$ cat src/rtl/intra4x4_pkg.sv
package intra4x4_pkg;

  // Prediction direction codes
  typedef enum logic [3:0] {
    M_VERT = 4'd0,
    M_HORZ = 4'd1,
    M_DC   = 4'd2,
    M_DDL  = 4'd3,
    M_DDR  = 4'd4,
    M_VR   = 4'd5,
    M_HD   = 4'd6,
    M_VL   = 4'd7,
    M_HU   = 4'd8
  } ipred_mode_e;

  // Unified edge: [0..3] = left[3..0], [4] = corner, [5..12] = above[0..7]
  localparam int EDGE_N = 13;
  localparam int E_L0   = 3;
  localparam int E_Q    = 4;
  localparam int E_A0   = 5;
  localparam int NUM_CODES = 16;

  // Filter taps for one sample: 3-tap when three=1, otherwise 2-tap on t0,t1
  typedef struct packed {
    logic       three;
    logic [3:0] t0;
    logic [3:0] t1;
    logic [3:0] t2;
  } tap_t;

  // Left index j (-1 = corner), clamped past the bottom sample
  function automatic int lidx(input int j);
    int jj;
    jj = (j > 3) ? 3 : j;
    return E_L0 - jj;
  endfunction

  // Above index i (-1 = corner), clamped past the last sample
  function automatic int aidx(input int i);
    int ii;
    ii = (i > 7) ? 7 : i;
    return E_A0 + ii;
  endfunction

  function automatic tap_t mk2(input int a, input int b);
    tap_t t;
    t.three = 1'b0;
    t.t0 = 4'(a);
    t.t1 = 4'(b);
    t.t2 = 4'(b);
    return t;
  endfunction

  function automatic tap_t mk3(input int a, input int b, input int c);
    tap_t t;
    t.three = 1'b1;
    t.t0 = 4'(a);
    t.t1 = 4'(b);
    t.t2 = 4'(c);
    return t;
  endfunction

  // Elaboration-time tap selection for sample (x,y) under direction m
  function automatic tap_t tap_for(input int m, input int x, input int y);
    int z;
    int k;
    tap_t t;
    t = mk2(0, 0);
    case (m)
      0: t = mk2(aidx(x), aidx(x));
      1: t = mk2(lidx(y), lidx(y));
      3: begin
        if (x == 3 && y == 3) t = mk3(aidx(6), aidx(7), aidx(7));
        else                  t = mk3(aidx(x+y), aidx(x+y+1), aidx(x+y+2));
      end
      4: begin
        k = E_Q + x - y;
        t = mk3(k - 1, k, k + 1);
      end
      5: begin
        z = 2*x - y;
        k = x - (y >> 1);
        if (z >= 0 && (z % 2) == 0) t = mk2(aidx(k-1), aidx(k));
        else if (z > 0)             t = mk3(aidx(k-2), aidx(k-1), aidx(k));
        else if (z == -1)           t = mk3(lidx(0), E_Q, aidx(0));
        else                        t = mk3(lidx(y-1), lidx(y-2), lidx(y-3));
      end
      6: begin
        z = 2*y - x;
        k = y - (x >> 1);
        if (z >= 0 && (z % 2) == 0) t = mk2(lidx(k-1), lidx(k));
        else if (z > 0)             t = mk3(lidx(k-2), lidx(k-1), lidx(k));
        else if (z == -1)           t = mk3(lidx(0), E_Q, aidx(0));
        else                        t = mk3(aidx(x-1), aidx(x-2), aidx(x-3));
      end
      7: begin
        k = x + (y >> 1);
        if ((y % 2) == 0) t = mk2(aidx(k), aidx(k+1));
        else              t = mk3(aidx(k), aidx(k+1), aidx(k+2));
      end
      8: begin
        k = y + (x >> 1);
        if ((x % 2) == 0) t = mk2(lidx(k), lidx(k+1));
        else              t = mk3(lidx(k), lidx(k+1), lidx(k+2));
      end
      default: t = mk2(0, 0);
    endcase
    return t;
  endfunction

endpackage

$ cat src/rtl/intra4x4_edge.sv
module intra4x4_edge
  import intra4x4_pkg::*;
#(
  parameter int PIX_W = 8
) (
  input  logic [8*PIX_W-1:0]             above_i,
  input  logic [4*PIX_W-1:0]             left_i,
  input  logic [PIX_W-1:0]               corner_i,
  input  logic                           ar_avail_i,
  output logic [EDGE_N-1:0][PIX_W-1:0]   edge_o
);

  // Left column, reversed so the edge runs bottom-left to top-right
  for (genvar j = 0; j < 4; j++) begin : g_left
    assign edge_o[E_L0 - j] = left_i[j*PIX_W +: PIX_W];
  end

  assign edge_o[E_Q] = corner_i;

  for (genvar i = 0; i < 8; i++) begin : g_above
    if (i < 4) begin : g_near
      assign edge_o[E_A0 + i] = above_i[i*PIX_W +: PIX_W];
    end else begin : g_far
      // substitute above[3] for missing above-right samples
      assign edge_o[E_A0 + i] = ar_avail_i ? above_i[i*PIX_W +: PIX_W]
                                           : above_i[3*PIX_W +: PIX_W];
    end
  end

endmodule

$ cat src/rtl/intra4x4_dc.sv
module intra4x4_dc #(
  parameter int PIX_W = 8
) (
  input  logic [4*PIX_W-1:0] above_i,
  input  logic [4*PIX_W-1:0] left_i,
  input  logic               avail_a_i,
  input  logic               avail_l_i,
  output logic [PIX_W-1:0]   dc_o
);

  localparam int SUM4_W = PIX_W + 2;
  localparam int SUM8_W = PIX_W + 3;
  localparam logic [PIX_W-1:0] MID = PIX_W'(1) << (PIX_W - 1);

  logic [SUM4_W-1:0] sum_a;
  logic [SUM4_W-1:0] sum_l;
  logic [SUM8_W-1:0] both_r;
  logic [SUM4_W-1:0] a_r;
  logic [SUM4_W-1:0] l_r;

  always_comb begin
    sum_a = '0;
    sum_l = '0;
    for (int i = 0; i < 4; i++) begin
      sum_a = sum_a + SUM4_W'(above_i[i*PIX_W +: PIX_W]);
      sum_l = sum_l + SUM4_W'(left_i[i*PIX_W +: PIX_W]);
    end
    both_r = SUM8_W'(sum_a) + SUM8_W'(sum_l) + SUM8_W'(4);
    a_r    = sum_a + SUM4_W'(2);
    l_r    = sum_l + SUM4_W'(2);
  end

  // mean over whichever neighbour sets are present
  always_comb begin
    case ({avail_a_i, avail_l_i})
      2'b11:   dc_o = both_r[SUM8_W-1:3];
      2'b10:   dc_o = a_r[SUM4_W-1:2];
      2'b01:   dc_o = l_r[SUM4_W-1:2];
      default: dc_o = MID;
    endcase
  end

endmodule

$ cat src/rtl/intra4x4_dir.sv
module intra4x4_dir
  import intra4x4_pkg::*;
#(
  parameter int PIX_W = 8
) (
  input  logic [EDGE_N-1:0][PIX_W-1:0] edge_i,
  input  logic [3:0]                   mode_i,
  input  logic [PIX_W-1:0]             dc_i,
  output logic [15:0][PIX_W-1:0]       pred_o
);

  localparam int S3_W = PIX_W + 2;
  localparam int S2_W = PIX_W + 1;

  for (genvar y = 0; y < 4; y++) begin : g_row
    for (genvar x = 0; x < 4; x++) begin : g_col
      logic [PIX_W-1:0] cand [NUM_CODES];

      for (genvar m = 0; m < NUM_CODES; m++) begin : g_mode
        if (m == 2 || m > 8) begin : g_dc
          assign cand[m] = dc_i;
        end else begin : g_filt
          localparam tap_t T = tap_for(m, x, y);
          if (T.three) begin : g_f3
            logic [S3_W-1:0] s3;
            // (a + 2b + c + 2) >> 2
            assign s3 = S3_W'(edge_i[T.t0]) + {1'b0, edge_i[T.t1], 1'b0}
                      + S3_W'(edge_i[T.t2]) + S3_W'(2);
            assign cand[m] = s3[S3_W-1:2];
          end else begin : g_f2
            logic [S2_W-1:0] s2;
            // (a + b + 1) >> 1
            assign s2 = S2_W'(edge_i[T.t0]) + S2_W'(edge_i[T.t1]) + S2_W'(1);
            assign cand[m] = s2[S2_W-1:1];
          end
        end
      end

      assign pred_o[4*y + x] = cand[mode_i];
    end
  end

endmodule

$ cat src/rtl/intra4x4_pred.sv
module intra4x4_pred
  import intra4x4_pkg::*;
#(
  parameter int PIX_W = 8
) (
  input  logic                  clk,
  input  logic                  rst_n,
  input  logic                  start_valid,
  output logic                  start_ready,
  input  logic [3:0]            pred_mode,
  input  logic                  avail_above,
  input  logic                  avail_left,
  input  logic                  avail_above_right,
  input  logic [8*PIX_W-1:0]    nbr_above,
  input  logic [4*PIX_W-1:0]    nbr_left,
  input  logic [PIX_W-1:0]      nbr_corner,
  output logic [16*PIX_W-1:0]   pred_rows,
  output logic                  pred_done,
  output logic                  mode_err
);

  localparam int ROW_W = 4 * PIX_W;
  localparam logic [PIX_W-1:0] MID = PIX_W'(1) << (PIX_W - 1);

  logic                         accept;
  logic                         need_a;
  logic                         need_l;
  logic                         illegal;
  logic [3:0]                   eff_mode;
  logic [EDGE_N-1:0][PIX_W-1:0] edge_w;
  logic [PIX_W-1:0]             dc_w;
  logic [15:0][PIX_W-1:0]       pred_w;
  logic                         rdy_q;
  logic [16*PIX_W-1:0]          rows_q;
  logic                         done_q;
  logic                         err_q;

  assign accept = start_valid && start_ready;

  // which neighbour sets each direction reads
  always_comb begin
    need_a = 1'b0;
    need_l = 1'b0;
    case (pred_mode)
      M_VERT, M_DDL, M_VL: need_a = 1'b1;
      M_HORZ, M_HU:        need_l = 1'b1;
      M_DDR, M_VR, M_HD: begin
        need_a = 1'b1;
        need_l = 1'b1;
      end
      default: ;
    endcase
    illegal  = (pred_mode > 4'(M_HU)) || (need_a && !avail_above)
            || (need_l && !avail_left);
    eff_mode = illegal ? 4'(M_DC) : pred_mode;
  end

  intra4x4_edge #(.PIX_W(PIX_W)) u_edge (
    .above_i    (nbr_above),
    .left_i     (nbr_left),
    .corner_i   (nbr_corner),
    .ar_avail_i (avail_above_right),
    .edge_o     (edge_w)
  );

  intra4x4_dc #(.PIX_W(PIX_W)) u_dc (
    .above_i   (nbr_above[ROW_W-1:0]),
    .left_i    (nbr_left),
    .avail_a_i (avail_above),
    .avail_l_i (avail_left),
    .dc_o      (dc_w)
  );

  intra4x4_dir #(.PIX_W(PIX_W)) u_dir (
    .edge_i (edge_w),
    .mode_i (eff_mode),
    .dc_i   (dc_w),
    .pred_o (pred_w)
  );

  // result registers
  always_ff @(posedge clk) begin
    if (!rst_n) begin
      rdy_q  <= 1'b0;
      rows_q <= '0;
      done_q <= 1'b0;
      err_q  <= 1'b0;
    end else begin
      rdy_q  <= 1'b1;
      done_q <= accept;
      if (accept) begin
        rows_q <= pred_w;
        err_q  <= illegal;
      end
    end
  end

  assign start_ready = rdy_q;
  assign pred_rows   = rows_q;
  assign pred_done   = done_q;
  assign mode_err    = err_q;

  // Assertions
  a_r1_done_after_accept: assert property (@(posedge clk) disable iff (!rst_n)
    accept |=> pred_done);

  a_r1_no_spurious_done: assert property (@(posedge clk) disable iff (!rst_n)
    !accept |=> !pred_done);

  a_r2_hold_between: assert property (@(posedge clk) disable iff (!rst_n)
    !accept |=> ($stable(pred_rows) && $stable(mode_err)));

  a_r4_vertical_copy: assert property (@(posedge clk) disable iff (!rst_n)
    (accept && pred_mode == 4'(M_VERT) && avail_above)
      |=> (pred_rows[ROW_W-1:0] == $past(nbr_above[ROW_W-1:0]))
       && (pred_rows[16*PIX_W-1 -: ROW_W] == $past(nbr_above[ROW_W-1:0])));

  a_r5_dc_none: assert property (@(posedge clk) disable iff (!rst_n)
    (accept && pred_mode == 4'(M_DC) && !avail_above && !avail_left)
      |=> (pred_rows == {16{MID}}));

  a_r9_hu_bottom_row: assert property (@(posedge clk) disable iff (!rst_n)
    (accept && pred_mode == 4'(M_HU) && avail_left)
      |=> (pred_rows[16*PIX_W-1 -: ROW_W] == {4{$past(nbr_left[ROW_W-1 -: PIX_W])}}));

  a_r10_bad_code: assert property (@(posedge clk) disable iff (!rst_n)
    (accept && pred_mode > 4'(M_HU)) |=> mode_err);

endmodule

$ cat config.mk
export PLATFORM = sky130hd
export DESIGN_NAME = intra4x4_pred
export DESIGN_NICKNAME = d
export VERILOG_FILES = /design/src/rtl/intra4x4_pkg.sv /design/src/rtl/intra4x4_edge.sv /design/src/rtl/intra4x4_dc.sv /design/src/rtl/intra4x4_dir.sv /design/src/rtl/intra4x4_pred.sv
export SDC_FILE = /design/constraint.sdc
export NUM_CORES = 1
export LEC_CHECK = 0
export BUFFER_PORTS_ARGS = -buffer_cell sky130_fd_sc_hd__buf_2
export CAP_MARGIN = 20
export CORE_MARGIN = 5
export CORE_UTILIZATION = 46
export DETAILED_ROUTE_END_ITERATION = 8
export PLACE_DENSITY = 0.68
export SLEW_MARGIN = 10
export SYNTH_ARGS = -nofsm -noshare
export SYNTH_HDL_FRONTEND = slang
export SYNTH_SLANG_ARGS = --single-unit
$ cat constraint.sdc
create_clock -name clk -period 15.2 [get_ports clk]
set_input_delay 3.04 -clock clk [delete_from_list [all_inputs] [get_ports clk]]
set_output_delay 3.04 -clock clk [all_outputs]
set_load 0.02 [all_outputs]
Word level (Yosys, flattened, before mapping)
Cells that the tools add are included.
{"block": "word_totals", "in_bits": 114, "reg_bits": 131, "wordCells": 187, "output_inout_bits": 131}
{"block": "classes", "n_lt_le_gt_ge": 2, "add_sub_neg": 103, "bitwise_logic": 1, "muxes": 57, "reduce_logical": 10, "n_eq_ne": 10}
{"operator": "8-bit binary-select mux with 4-bit select", "n": 16}
{"operator": "8-bit two-way mux", "n": 36}
{"operator": "10-bit by 8-bit adder with 10-bit output", "n": 23}
{"operator": "10-bit by 2-bit adder with 10-bit output, second input constant", "n": 21}
{"operator": "8-bit by 9-bit adder with 10-bit output", "n": 19}
{"operator": "8-bit by 8-bit adder with 9-bit output", "n": 20}
{"operator": "9-bit by 1-bit adder with 9-bit output, second input constant", "n": 18}
{"operator": "8-bit one-hot mux with 3 select lines", "n": 1}
{"operator": "4-bit by 3-bit equality test with 1-bit output, second input constant", "n": 4}
{"operator": "10-bit by 10-bit adder with 11-bit output", "n": 1}
{"operator": "11-bit by 3-bit adder with 11-bit output, second input constant", "n": 1}
{"operator": "6-bit OR reduction", "n": 1}
{"operator": "5-bit >= comparator, second input constant", "n": 1}
{"operator": "4-bit NOT with 5-bit output", "n": 1}
{"operator": "5-bit OR reduction", "n": 1}
{"operator": "2-bit equality test, second input constant", "n": 2}
{"operator": "4-bit by 1-bit equality test with 1-bit output, second input constant", "n": 1}
{"operator": "4-bit by 2-bit equality test with 1-bit output, second input constant", "n": 1}
{"operator": "4-bit equality test, second input constant", "n": 1}
{"operator": "4-bit greater-than comparator, second input constant", "n": 1}
{"operator": "4-bit logical NOT", "n": 1}
{"operator": "4-bit two-way mux", "n": 1}
{"operator": "1-bit logical AND", "n": 3}
{"operator": "1-bit two-way mux", "n": 3}
{"operator": "3 further kinds", "n": 5}

Logic depth before layout (Yosys ltp)
{"block": "depth", "depth_word": 11, "ltp_mapped": 26}

Modules after synthesis
A second synthesis with hierarchy kept.
{"block": "hier_totals", "hier_cells": 3376, "hier_area_um2": 25074.0}
{"module": "intra4x4_dir", "instances": 1, "cells_per_inst": 2389, "seq_area_each_um2": 0.0, "area_per_inst_um2": 16559.6}
{"module": "intra4x4_pred", "instances": 1, "cells_per_inst": 577, "seq_area_each_um2": 2622.5, "area_per_inst_um2": 4936.0}
{"module": "intra4x4_dc", "instances": 1, "cells_per_inst": 302, "seq_area_each_um2": 0.0, "area_per_inst_um2": 2493.6}
{"module": "intra4x4_edge", "instances": 1, "cells_per_inst": 108, "seq_area_each_um2": 0.0, "area_per_inst_um2": 1084.8}

Worst setup path before layout
No wires, ideal clock.
{"block": "synth_path", "kind": "input to register", "from": "input port nbr_above[0]", "to": "register rows_q[47] (netlist: pred_rows[47])", "setup_slack_ns": 6.919, "cell_stages": 26, "t_arrival_ns": 8.156, "required_ns": 15.075, "cell_sequence": "ha_1 > fa_1 > a21oi_1 > nor2_1 > nor2_1 > o21bai_1 > a21oi_1 > xor2_1 > fa_1 > inv_1 > ha_1 > nor3b_1 > a221o_1 > a211oi_2 > inv_1 > ha_1 > ha_1 > a21o_1 > nand2_1 > o21ai_1 > o41ai_1 > mux2i_1 > o21ai_2 > nand2_2 > o21a_1 > o41a_1"}
{"block": "synth_between", "elab_chain_len": 9}
{"element": "from (decl)", "line_no": "intra4x4_pred.sv:14", "text": "input logic [8*PIX_W-1:0] nbr_above,"}
{"element": "8-bit by 8-bit adder with 9-bit output", "line_no": "intra4x4_dc.sv:25", "text": "sum_a = sum_a + SUM4_W'(above_i[i*PIX_W +: PIX_W]);"}
{"element": "10-bit by 8-bit adder with 10-bit output (2 in a row)", "line_no": "intra4x4_dc.sv:25"}
{"element": "10-bit by 10-bit adder with 11-bit output", "line_no": "intra4x4_dc.sv:28", "text": "both_r = SUM8_W'(sum_a) + SUM8_W'(sum_l) + SUM8_W'(4);"}
{"element": "11-bit by 3-bit adder with 11-bit output", "line_no": "intra4x4_dc.sv:28"}
{"element": "8-bit one-hot mux with 3 select lines", "line_no": "intra4x4_dc.sv:35", "text": "case ({avail_a_i, avail_l_i})"}
{"element": "8-bit binary-select mux with 4-bit select (*)", "line_no": "intra4x4_dir.sv:39", "text": "assign pred_o[4*y + x] = cand[mode_i];"}
{"element": "8-bit two-way mux (implied by the code) (*) (2 in a row)", "line_no": "intra4x4_dir.sv:39"}
{"element": "to (signal assigned)", "line_no": "intra4x4_pred.sv:92", "text": "rows_q <= pred_w;"}
{"element": "to (decl)", "line_no": "intra4x4_pred.sv:34", "text": "logic [16*PIX_W-1:0] rows_q;"}
Every way passes the cells marked *; elsewhere a longest branch is shown, timed or not. The select of a mux whose other input is x is not followed.
A chain may end at the register's enable or synchronous reset.

Worst setup path after layout
{"block": "layout_path", "from": "input port nbr_above[0]", "to": "register rows_q[126] (netlist: pred_rows[126])"}
Same word-level chain as after synthesis.

==> impl_results.md <==
- H-tree depth: 4
- Max IR drop VDD: 95.9 uV
- Commonest non-fill, non-tap cell in the layout: nand2_1
- Worst path slowest cell: a32oi_1
- GPL Wtd Cong: between 1 and 1.5
- CP Capture Type: flop
- Die width: between 200 and 250 um
- CP peak stage delay: 0.61 ns
- Largest net degree at the start of global routing: ~180
- Met1 Use GR: 0.565
- Initial antenna violation count: 6
- CTS tree: done
- Setup slack on the worst flop-to-flop path: 11.22 ns
- Initial Util: 0.462
- Min cycle time layout: 9.22 ns
- Via density per instance: between 6 and 7
- Run status: finished, final reports clean
- Core Util, Final: 0.511
- Final slew viol count: 0
- Drt wl/cell: 31.2 um
- # placed instances: approximately 3700
- Sw Ratio: 0.547
- CTS root buf: clkbuf_16
- Port Buf Inserts: about 240
- Die ar.: 52200 sq um
- Leading area contributor after synthesis: ha_1
- Ranking of synthesized cells by area: ha_1, dfxtp_1, fa_1, a21oi_1, nand2_1
- Post_cts resized: 0
- Met3 Track Usage GR: 0.123
- Final #Nets: 3581
- Critical setup path kind: primary input to flop
- Most Used Layer, Global Route: met2
- Top FF cell, synth: dfxtp_1
- Hold buffer count at cts: 0
- Placed Area: around 24000 sq um
- Post-synth EDFFs: 0
- CP Data Arrival Time: 9.55 ns
- Via Count: about 26000
- CTS Sinks: 131
- Worst R2R End: pred_rows[5]
- Ratio of final minimum period to clock period: 0.607
- Synth warn: 0
- Psw: 1.72 mW
- Final TNS setup: 0 ns
- Hold Violations, Final: 0
- Clk pwr share: 0.147
- PD cells: 130 nW/um^2
- Pint: 1.42 mW
- Clock Path Buffers: 2
- Global Route Usage Sum: 0.424
- First-pass GRT wire length: around 170000 um
- MaxCap Viol Count: 0
- Layout cells sized above 1: 0.120
- Area share of the largest cell type after synthesis: 0.135
- Core area: 47400 sq um
- Initial DRC count: 3861
- Design Area, Final: 24200 sq um
- Hold path depth: 2
- Highest-count cells in the layout ignoring fill and taps: nand2_1, a21oi_1, buf_2, ha_1, o21ai_0
- RSZ-0062 raised after global routing: no
- GRT Residual Overflow: 0
- Syn_area_per_cell: 7.31 sq um
- ANT nets after route: 0
- Vias in the first global route: about 24000
- Hold Path Class: flop to flop
- Crit path launch type: primary input
- Final setup viols: 0
- I/O Pins: 245
- Drt first pass iters: 9
- Reg2reg path depth: 8
- Post-DP HPWL: 91700 um
- M2 GR Usage: 0.630
- DRT Wirelength: 117000 um
- FP Rows: 80
- Family with the most delay on the worst path: compound AO/OA/AOI/OAI gates
- Register area share after synthesis: 0.120
- Worst Tran Pin Value: 1.26 ns
- Slew margin rel.: 0.152
- Synth Cell Area: 21900 sq um
- Worst-path clk slew: ~0.060 ns
- Comb pwr share: 0.722
- Worst hold path startpoint: pred_rows[42]
- Reg-to-Reg Start: start_ready
- Static leakage: 10.8 nW
- Post-Syn Nets: 3460
- Crit Path Max Fanout: 10
- Number of CTS-inserted buffers: 17
- Clock Skew: 0.0106 ns
- Die height: 228 um
- Hold Path End: pred_rows[42]
- Worst skew pair latency: about 0.45 ns
- Asr flop ratio synth: 0
- Worst path required time: roughly 16 ns
- Worst path buffer plus inverter count: 3
- Sequential power share: 0.131
- DRC: 0
- # Post-CTS Setup Buffers: 0
- Max Freq: 108 MHz
- P&R area growth vs syn: 10.4%
- Gate Count Post-Synth: 3001
- Synth unique cells: 97
- Non-Filler Instances: 3752
- Register bit count reported by yosys: 131
per-stage QoR:
stage,hold slack (ns),worst slack (ns),power (mW)
finish,0.454,5.98,3.14
global route,0.498,5.78,3.29
CTS,0.455,6.12,3.05
detailed placement,0.447,5.67,2.58
global placement,0.433,5.73,2.55
floorplan,0.517,6.92,1.81
power by group through the flow:
stage          sequential, mW  combinational, mW  clock [mW]
2_1_floorplan           0.462               1.35           0
3_3_place_gp            0.416               2.14           0
6_report                0.412               2.27       0.462
3_5_place_dp            0.418               2.16           0
5_1_grt                 0.415               2.40       0.476
4_1_cts                 0.410               2.18       0.461
worst max-delay path by stage:
stage / cells after the start / slack, ns / startpoint / to
global placement: 27 / 5.73 / nbr_above[0] / pred_rows[126]
CTS: 27 / 6.12 / nbr_above[0] / pred_rows[126]
global route: 27 / 5.78 / nbr_above[0] / pred_rows[126]
detailed placement: 27 / 5.67 / nbr_above[0] / pred_rows[126]
floorplan: 26 / 6.92 / nbr_above[0] / pred_rows[47]
finish: 27 / 5.98 / nbr_above[0] / pred_rows[126]
registers in the layout, summed over array words and instances, names as in the netlist:
name and cells:
pred_done 1, pred_rows 128, start_ready 1, mode_err 1
synthesized netlist by cell type, types with 13 or more instances:
cell      instances
or2_2            22
inv_1           168
o31ai_1          28
a311oi_1         36
ha_1            237
nand2b_1         40
dfxtp_1         131
nand3_1          73
and3_1           15
nor2_1          203
o221ai_1         24
nor3_1           65
o21ai_0         208
o21bai_1         20
a21oi_1         317
o221a_2          13
or3_1            19
o211ai_1         44
o21a_1           30
xnor2_1          85
a211oi_1         49
and2_1           19
a21o_1           52
buf_1            25
clkbuf_1        133
buf_2            15
a31oi_1         100
mux2i_1          13
xor2_1           55
nor2b_1          26
a211o_1          22
a21boi_0         13
nand2_1         371
fa_1            108
logic make-up after synthesis:
family,synth area share
fa+ha+maj,0.234
buf+inv,0.0594
mux,0.0112
xor+xnor,0.0559
compound gates,0.326
flops,0.120
simple gates,0.194
final cells by class:
cell class	count	area (sq um)
repair buffers	275	1480
inverters	169	634
diodes	2	5.00
multi-input cells	2528	18100
clock inverters	14	203
clock buffers	18	429
well taps	615	769
fillers	4766	23200
flip-flops and latches	131	2620
per-layer routing:
layer | part of all wire | vias up
met5 | 0.00012 | -
met4 | 0.062 | 4
met3 | 0.13 | 382
met2 | 0.42 | 1841
met1 | 0.40 | 12722
li1 | - | 11273
worst register-to-register path, delay by kind of cell, from the launching register on:
family	cells	cell delay (ns)
flops	1	0.35
simple gates	3	1.36
buf+inv	3	1.60
compound gates	2	0.62
Power figures use the tool's default switching activity.
